$ cat config.mk
export PLATFORM = sky130hd
export DESIGN_NAME = flash_pe_seq
export DESIGN_NICKNAME = d
export VERILOG_FILES = /design/src/rtl/fseq_pkg.sv /design/src/rtl/fseq_legal.sv /design/src/rtl/fseq_timer.sv /design/src/rtl/fseq_mode.sv /design/src/rtl/flash_pe_seq.sv
export SDC_FILE = /design/constraint.sdc
export NUM_CORES = 1
export LEC_CHECK = 0
export BUFFER_PORTS_ARGS = -buffer_cell sky130_fd_sc_hd__buf_2
export CAP_MARGIN = 10
export CORE_MARGIN = 1
export CORE_UTILIZATION = 49
export DETAILED_ROUTE_END_ITERATION = 8
export PLACE_DENSITY_LB_ADDON = 0.12
export SLEW_MARGIN = 30
export SYNTH_ARGS = -nofsm -noshare
export SYNTH_HDL_FRONTEND = slang
export SYNTH_SLANG_ARGS = --single-unit
$ cat constraint.sdc
create_clock -name clk -period 4.3 [get_ports clk]
set_clock_uncertainty 0.1 [all_clocks]
set_input_delay 0.86 -clock clk [delete_from_list [all_inputs] [get_ports clk]]
set_output_delay 0.86 -clock clk [all_outputs]
set_load 0.01 [all_outputs]
$ cat src/rtl/fseq_pkg.sv
package fseq_pkg;
  typedef enum logic [3:0] {
    OP_NOP  = 4'd0,
    OP_WREN = 4'd1,
    OP_PP   = 4'd2,
    OP_SSE  = 4'd3,
    OP_SE   = 4'd4,
    OP_BE   = 4'd5,
    OP_SUSP = 4'd6,
    OP_RES  = 4'd7,
    OP_RDSR = 4'd8,
    OP_RDFS = 4'd9
  } op_e;

  localparam int ST_WIP   = 0;
  localparam int ST_WEL   = 1;
  localparam int FL_READY = 7;
  localparam int FL_SUSP  = 6;
  localparam int FL_REJ   = 4;
  localparam int FL_COLL  = 3;

  localparam int BOOT_BOTTOM  = 0;
  localparam int BOOT_TOP     = 1;
  localparam int BOOT_UNIFORM = 2;
endpackage

$ cat src/rtl/fseq_legal.sv
module fseq_legal
  import fseq_pkg::*;
#(
  parameter int ADDR_W    = 24,
  parameter int PAGE_W    = 8,
  parameter int SECT_W    = 16,
  parameter int BOOT_N    = 8,
  parameter int BOOT_MODE = BOOT_BOTTOM
) (
  input  op_e               op,
  input  logic [ADDR_W-1:0] addr,
  input  logic [PAGE_W:0]   len,
  input  logic              wel,
  output logic              legal
);
  localparam int SIDX_W = ADDR_W - SECT_W;
  localparam int NSECT  = 2 ** SIDX_W;
  localparam int SUM_W  = PAGE_W + 2;
  localparam int PAGE   = 2 ** PAGE_W;

  logic [SIDX_W-1:0] sect;
  logic              in_boot;
  logic [SUM_W-1:0]  end_sum;
  logic              pp_fits;

  assign sect = addr[ADDR_W-1:SECT_W];

  generate
    if (BOOT_MODE == BOOT_BOTTOM) begin : g_bottom
      assign in_boot = (sect < SIDX_W'(BOOT_N));
    end else if (BOOT_MODE == BOOT_TOP) begin : g_top
      assign in_boot = (sect >= SIDX_W'(NSECT - BOOT_N));
    end else begin : g_uniform
      assign in_boot = 1'b0;
    end
  endgenerate

  assign end_sum = SUM_W'(addr[PAGE_W-1:0]) + SUM_W'(len);
  assign pp_fits = (len != '0) && (end_sum <= SUM_W'(PAGE));

  always_comb begin
    unique case (op)
      OP_PP:        legal = wel && pp_fits;
      OP_SSE:       legal = wel && in_boot;
      OP_SE, OP_BE: legal = wel;
      default:      legal = 1'b0;
    endcase
  end
endmodule

$ cat src/rtl/fseq_timer.sv
module fseq_timer #(
  parameter int CNT_W = 8
) (
  input  logic             clk,
  input  logic             rst,
  input  logic             load,
  input  logic [CNT_W-1:0] load_val,
  input  logic             hold,
  output logic             busy,
  output logic             done
);
  logic [CNT_W-1:0] cnt;

  assign done = busy && !hold && (cnt == '0);

  always_ff @(posedge clk) begin
    if (rst) begin
      busy <= 1'b0;
      cnt  <= '0;
    end else if (load) begin
      busy <= 1'b1;
      cnt  <= load_val;
    end else if (done) begin
      busy <= 1'b0;
    end else if (busy && !hold) begin
      cnt <= cnt - 1'b1;
    end
  end
endmodule

$ cat src/rtl/fseq_mode.sv
module fseq_mode (
  input  logic clk,
  input  logic rst,
  input  logic start,
  input  logic assisted,
  input  logic assist_hi,
  output logic ext
);
  always_ff @(posedge clk) begin
    if (rst)                    ext <= 1'b0;
    else if (start && assisted) ext <= 1'b1;
    else if (!assist_hi)        ext <= 1'b0;
  end
endmodule

$ cat src/rtl/flash_pe_seq.sv
module flash_pe_seq
  import fseq_pkg::*;
#(
  parameter int ADDR_W     = 24,
  parameter int PAGE_W     = 8,
  parameter int SECT_W     = 16,
  parameter int BOOT_N     = 8,
  parameter int BOOT_MODE  = BOOT_BOTTOM,
  parameter int T_PP       = 40,
  parameter int T_SSE      = 60,
  parameter int T_SE       = 100,
  parameter int T_BE       = 200,
  parameter int ASSIST_DIV = 4
) (
  input  logic              clk,
  input  logic              rst,
  input  logic              cmd_valid,
  input  logic [3:0]        cmd_op,
  input  logic [ADDR_W-1:0] cmd_addr,
  input  logic [PAGE_W:0]   cmd_len,
  input  logic              assist_hi,
  input  logic              cfg_assist_off,
  output logic [7:0]        status_o,
  output logic [7:0]        flag_o,
  output logic              proto_ext_o,
  output logic              rd_valid_o,
  output logic [7:0]        rd_data_o
);
  localparam int TMAX  = (T_BE > T_SE) ? ((T_BE > T_SSE) ? ((T_BE > T_PP) ? T_BE : T_PP)
                                                        : ((T_SSE > T_PP) ? T_SSE : T_PP))
                                       : ((T_SE > T_SSE) ? ((T_SE > T_PP) ? T_SE : T_PP)
                                                         : ((T_SSE > T_PP) ? T_SSE : T_PP));
  localparam int CNT_W = $clog2(TMAX + 1);
  localparam int A_PP  = (T_PP  / ASSIST_DIV > 0) ? T_PP  / ASSIST_DIV : 1;
  localparam int A_SSE = (T_SSE / ASSIST_DIV > 0) ? T_SSE / ASSIST_DIV : 1;
  localparam int A_SE  = (T_SE  / ASSIST_DIV > 0) ? T_SE  / ASSIST_DIV : 1;
  localparam int A_BE  = (T_BE  / ASSIST_DIV > 0) ? T_BE  / ASSIST_DIV : 1;

  op_e              op;
  logic             ext, busy, done, legal, assisted;
  logic             allowed, is_pe, start, reject, collide;
  logic             wel_q, susp_q, rej_q, coll_q;
  logic [CNT_W-1:0] load_val;
  logic [7:0]       stat_w, flag_w;

  assign op       = op_e'(cmd_op);
  assign assisted = assist_hi && !cfg_assist_off;
  assign is_pe    = (op == OP_PP) || (op == OP_SSE) || (op == OP_SE) || (op == OP_BE);
  assign allowed  = cmd_valid && (!ext || op == OP_RDSR || op == OP_RDFS ||
                                  op == OP_SUSP || op == OP_RES);
  assign start    = allowed && is_pe && !busy && legal;
  assign reject   = allowed && is_pe && !busy && !legal;
  assign collide  = allowed && is_pe && busy;

  always_comb begin
    unique case (op)
      OP_PP:   load_val = CNT_W'((assisted ? A_PP  : T_PP)  - 1);
      OP_SSE:  load_val = CNT_W'((assisted ? A_SSE : T_SSE) - 1);
      OP_SE:   load_val = CNT_W'((assisted ? A_SE  : T_SE)  - 1);
      default: load_val = CNT_W'((assisted ? A_BE  : T_BE)  - 1);
    endcase
  end

  fseq_legal #(
    .ADDR_W(ADDR_W), .PAGE_W(PAGE_W), .SECT_W(SECT_W),
    .BOOT_N(BOOT_N), .BOOT_MODE(BOOT_MODE)
  ) u_legal (
    .op(op), .addr(cmd_addr), .len(cmd_len), .wel(wel_q), .legal(legal)
  );

  fseq_timer #(.CNT_W(CNT_W)) u_timer (
    .clk(clk), .rst(rst), .load(start), .load_val(load_val),
    .hold(susp_q), .busy(busy), .done(done)
  );

  fseq_mode u_mode (
    .clk(clk), .rst(rst), .start(start), .assisted(assisted),
    .assist_hi(assist_hi), .ext(ext)
  );

  always_ff @(posedge clk) begin
    if (rst) begin
      wel_q  <= 1'b0;
      susp_q <= 1'b0;
      rej_q  <= 1'b0;
      coll_q <= 1'b0;
    end else begin
      if (done || reject)                          wel_q <= 1'b0;
      else if (allowed && op == OP_WREN && !busy)  wel_q <= 1'b1;

      if (allowed && op == OP_SUSP && busy)        susp_q <= 1'b1;
      else if (allowed && op == OP_RES)            susp_q <= 1'b0;

      if (start)        rej_q <= 1'b0;
      else if (reject)  rej_q <= 1'b1;

      if (start)        coll_q <= 1'b0;
      else if (collide) coll_q <= 1'b1;
    end
  end

  always_comb begin
    stat_w = '0;
    stat_w[ST_WIP] = busy;
    stat_w[ST_WEL] = wel_q;
    flag_w = '0;
    flag_w[FL_READY] = !busy;
    flag_w[FL_SUSP]  = susp_q;
    flag_w[FL_REJ]   = rej_q;
    flag_w[FL_COLL]  = coll_q;
  end

  always_ff @(posedge clk) begin
    if (rst) begin
      rd_valid_o <= 1'b0;
      rd_data_o  <= '0;
    end else begin
      rd_valid_o <= allowed && (op == OP_RDSR || op == OP_RDFS);
      rd_data_o  <= (op == OP_RDSR) ? stat_w : flag_w;
    end
  end

  assign status_o    = stat_w;
  assign flag_o      = flag_w;
  assign proto_ext_o = ext;
endmodule

# After elaboration in Yosys (flattened, before gate mapping)
# Cells that the tools add are included.
# Widths: inputs -> output; s select.
totals:
  reg_bits: 23
  inputBits: 42
  output_inout_bits: 26
  elab_cells: 90
classes:
  addsub: 6
  magnitude_cmp: 2
  eq_ne: 11
  muxes: 15
  n_bitwise: 1
  reduce_logical: 44
ops:
  columns: ["op", "count"]
  rows:
  - ["$mux 8", 4]
  - ["$pmux 8 s3", 1]
  - ["$logic_and 1x1->1", 19]
  - ["$eq 4x3->1 const B", 4]
  - ["$sub 8x1->8 const B", 2]
  - ["$sub 6x1->7 const B", 2]
  - ["$mux 6", 2]
  - ["$add 8x9->10", 1]
  - ["$le 10x9->1 const B", 1]
  - ["$reduce_or 2->1", 5]
  - ["$logic_or 1x1->1", 9]
  - ["$reduce_bool 9->1", 1]
  - ["$eq 4x2->1 const B", 2]
  - ["$eq 4x4->1 const B", 2]
  - ["$logic_not 8->1", 1]
  - ["$lt 8x4->1 const B", 1]
  - ["$sub 7x1->8 const B", 1]
  - ["$mux 7", 1]
  - ["$mux 1", 6]
  - ["$reduce_bool 2->1", 3]
  - ["$logic_not 1->1", 5]
  - ["$eq 4x1->1 const B", 1]
  - ["$ne 2x1->1 const B", 2]
  - ["$pmux 1 s3", 1]
  - ["2 further kinds", 2]

# Longest topological paths before layout
logic_depth:
  word_depth: 11
  ltp_mapped: 9
  mapped_depth_nobuf: 9

# Cells and area by module
# A second synthesis with hierarchy kept.
unflattened:
  cells_unflattened: 210
  area_unflattened_um2: 1715.4
modules_own_cells:
  columns: ["mod", "n_inst", "cells_per_inst", "area_each_um2", "seq_area_each_um2"]
  rows:
  - ["flash_pe_seq", 1, 83, 719.4, 220.2]
  - ["fseq_timer", 1, 65, 530.5, 180.2]
  - ["fseq_legal", 1, 59, 434.2, 0.0]
  - ["fseq_mode", 1, 3, 31.3, 20.0]

# Worst setup path before layout
# OpenSTA, ideal clock, no wires.
synth_path:
  kind: "input to register"
  startpoint: "input port cmd_addr[0]"
  endpoint: "register u_timer.cnt[1]"
  setup_time_ns: 0.121
  t_arrival_ns: 3.116
  required_ns: 4.079
  path_slack_ns: 0.963
  cell_stages: 9
  n_path_buf: 0
  path_cell_list: "ha_1 > fa_1 > a21o_1 > a21oi_2 > xnor2_1 > a2111oi_4 > a41oi_2 > a31oi_4 > mux2_4"
synth_between:
  elab_chain_cells: 8
  word_cells_on_any_way: 10
  classes_between: "1 x add/sub; 1 x order compare; 1 x eq/ne; 2 x mux; 5 x reduce/logical"
synth_lines:
  columns: ["element", "line", "text"]
  rows:
  - ["from (decl)", "flash_pe_seq.sv:19", "input logic [ADDR_W-1:0] cmd_addr,"]
  - ["$add 8x9->10 *", "fseq_legal.sv:38", "assign end_sum = SUM_W'(addr[PAGE_W-1:0]) + SUM_W'(len);"]
  - ["$le 10x9->1 *", "fseq_legal.sv:39", "assign pp_fits = (len != '0) && (end_sum <= SUM_W'(PAGE));"]
  - ["$logic_and 1x1->1 *", "fseq_legal.sv:39", null]
  - ["$logic_and 1x1->1 *", "fseq_legal.sv:43", "OP_PP: legal = wel && pp_fits;"]
  - ["$pmux 1 s3 *", "fseq_legal.sv:42", "unique case (op)"]
  - ["$logic_and 1x1->1 *", "flash_pe_seq.sv:51", "assign start = allowed && is_pe && !busy && legal;"]
  - ["$ne 2x1->1 (no source line) / $reduce_bool 2->1 (equally long branches)", null, null]
  - ["$reduce_and 2->1 (no source line)", null, null]
  - ["to (signal assigned)", "fseq_timer.sv:22", "cnt <= load_val;"]
  - ["to (signal assigned)", "fseq_timer.sv:26", "cnt <= cnt - 1'b1;"]
  - ["to (decl)", "fseq_timer.sv:12", "logic [CNT_W-1:0] cnt;"]
# Mark *: on every way between the ends. The rest lies on a longest branch, timed or not.
# A chain may end at the register's enable or synchronous reset.

# Worst setup path after layout
layout_path:
  startpoint: "input port cmd_addr[0]"
  endpoint: "register u_timer.cnt[5]"
# Same word-level chain as after synthesis.

==> out/metrics.cfg <==
[grt]
grt_usage_pct = 18.97
grt_pass1_vias = 1435
grt_overflow_total = 0
antenna_found_initial = 0
grt_pass1_wl_um = 6106
grt_max_degree = 25

[cts]
cts_setup_buffers = 0
cts_tree = done
cts-htree-levels = 1
clk_latency_ns = 0.30
cts_resized = 0
cts_buffers = 3
cts_root_buffer = clkbuf_4
cts.clk_slew.worst_paths_ns = 0.13
clkSinkCount = 21
max-clock-path-buffers = 2
ctsHoldBuffers = 0

[timing]
drv_slew = 0
max_slew.worst_pin.slew_ns = 0.7459
setup_viol = 0
relSlewSlack_pct = 49.58
fmax_mhz = 301.3
setup_tns_ns = 0
period_share_pct = 77.17
fin_hold_ws_ns = 0.3944
finalCriticalPeriod_ns = 3.318
setup_slack_ns = 0.9816
rsz0062_at_grt = no
final-hold-violation-count = 0

[pwr]
switchingPower_w = 0.0001278
switching_share_pct = 31.35
total_leakage_power_nw = 0.8626
clkPwrFrac_pct = 23.8
power_density_nw_per_um2 = 206.0
peakVddDrop_v = 0.00008142
power_w = 0.0004076
p_comb_share_pct = 27.8
p_seq_share_pct = 48.4
intPower_w = 0.0002798

[floorplan]
boundaryPins = 68
start_util_pct = 52.56
core_area_um2 = 3416
chipWidth_um = 62.53
fp.dieH_um = 62.53
rows = 21
dieArea_um2 = 3910

[detailed_routing]
viasPerCell = 5.333
via_count = 1552
drt_wl_total_um = 3549
drtPass1Iterations = 4
drt-initial-drc-count = 46
wire_per_inst_um = 12.20
drt_drc_violations_left = 0
final_antenna_net_count = 0

[worst_setup_path]
worstSetupPathType = primary input to flop
crit_required_ns = 4.41
worstPathMaxFanout = 7
path_cells = buf_2 -> ha_1 -> fa_1 -> a21o_1 -> a21oi_2 -> xnor2_1 -> a2111oi_4 -> a41oi_2 -> a31oi_4 -> mux2_4
rr_worst_depth = 9
critPathSlowestCell = a2111oi_4
cp.arrival_ns = 3.43
max_stage_delay_ns = 0.44
startpoint_type = primary input
cp-end-kind = flop

[final_layout]
antenna_cells = 0
n_fill_cell = 351
layout.nets = 302
mostFrequentLayoutCell = buf_2
area_growth_pct = 10.17
most-common-layout-cells = buf_2, dfxtp_1, nor2_1, ha_1
drive_gt1_share_pct = 28.16

[outcome]
status = finished clean

[yosys]
synthTopCellsByArea = dfxtp_1, ha_1, buf_4
syn_area_um2 = 1795
avgSynthCellArea_um2 = 8.591
async_flop_share_pct = 0
synth_seq_cells = 21
ys_seq_area_share_pct = 23.41
synth.distinct_cells = 51
yosysWarningCount = 0
synth_ff_type = dfxtp_1
synth-edff-count = 0
synth_top_cell_area_share_pct = 23.41
yosys.area.top_type = dfxtp_1
synth_cells = 209

[hold_path]
hold_path_class = flop to flop
min_path_cells = 1

[placement]
gp_congestion = 0.7665
place_worst_setup_slack_ns = 0.6469
dp_hpwl_um = 2800
io_buffers = 44

[job]
drv_cap = 0

synth_stat cells, types with 5 or more instances:
cell type,count
a21oi_1,12
nor3_1,10
a211oi_1,5
dfxtp_1,21
and2_1,6
buf_4,17
xnor2_1,5
inv_1,8
o21ai_0,7
nand2_1,11
mux2_4,7
ha_1,13
nor2_1,17
nor4_1,7
cells by family after synthesis:
logic type / Yosys count / synth area share, %
and+or+nand+nor: 78 / 23.97
AOI/OAI and AO/OA: 48 / 21.18
buffers and inverters: 31 / 10.73
DFF: 21 / 23.41
adders and majority gates: 14 / 10.17
xor gates and xnor gates: 8 / 3.903
muxes: 8 / 6.411
other: 1 / 0.2089
power by group through the flow:
| stage | Clock, W | Combinational [W] | Sequential [W] |
|---|---|---|---|
| finish | 0.0000970 | 0.000113 | 0.000197 |
| global route | 0.000109 | 0.000126 | 0.000197 |
| CTS | 0.000101 | 0.000113 | 0.000197 |
| detailed placement | 0 | 0.000113 | 0.000202 |
| global placement | 0 | 0.000112 | 0.000202 |
| floorplan | 0 | 0.0000917 | 0.000202 |
registers in the layout, indices dropped and copies added, names as in the netlist:
| signal | flops |
|---|---|
| u_timer.cnt | 8 |
| rd_data_o | 6 |
| coll_q | 1 |
| rd_valid_o | 1 |
| rej_q | 1 |
| susp_q | 1 |
| u_mode.ext | 1 |
| u_timer.busy | 1 |
| wel_q | 1 |
worst max-delay path: cells and delay by family:
| kind | cells | cell delay (ns) |
|---|---|---|
| adders and majority gates | 2 | 0.62 |
| xor gates and xnor gates | 1 | 0.11 |
| AOI/OAI and AO/OA | 5 | 1.41 |
| buffers and inverters | 1 | 0.10 |
| muxes | 1 | 0.34 |
worst paths after layout:
| check | startpoint | endpoint | slack (ns) |
|---|---|---|---|
| max | cmd_addr[0] | u_timer.cnt[5]$_SDFFE_PP0P_ | 0.98 |
| min | coll_q$_SDFFE_PP0P_ | rd_data_o[3]$_SDFF_PP0_ | 0.39 |
| max reg2reg | u_timer.cnt[0]$_SDFFE_PP0P_ | u_timer.cnt[7]$_SDFFE_PP0P_ | 1.36 |
| min reg2reg | coll_q$_SDFFE_PP0P_ | rd_data_o[3]$_SDFF_PP0_ | 0.39 |
metal layers:
layer	vias up	track usage [%]	wire length (um)
li1	807	-	-
met1	699	24.08	1761
met2	44	33.42	1643
met3	2	2.372	117
met4	0	5.233	27
met5	-	0	0
per-stage QoR:
stage / utilization (%) / area (um^2) / cells
3_5_place_dp: 57.14 / 1952 / 287
3_3_place_gp: 57.14 / 1952 / 287
4_1_cts: 57.91 / 1978 / 291
5_1_grt: 57.91 / 1978 / 291
6_report: 57.91 / 1978 / 291
2_1_floorplan: - / 1837 / 220
layout make-up:
cell class	instances	area, um^2	area share, %
Clock buffer	4	26.28	1.328
Timing Repair Buffer	44	220.2	11.13
Multi-Input combinational cell	168	1224	61.86
Tap cell	46	57.56	2.910
Inverter	8	30.03	1.518
Sequential cell	21	420.4	21.25
Note: power is estimated with default switching activity, not from simulation.
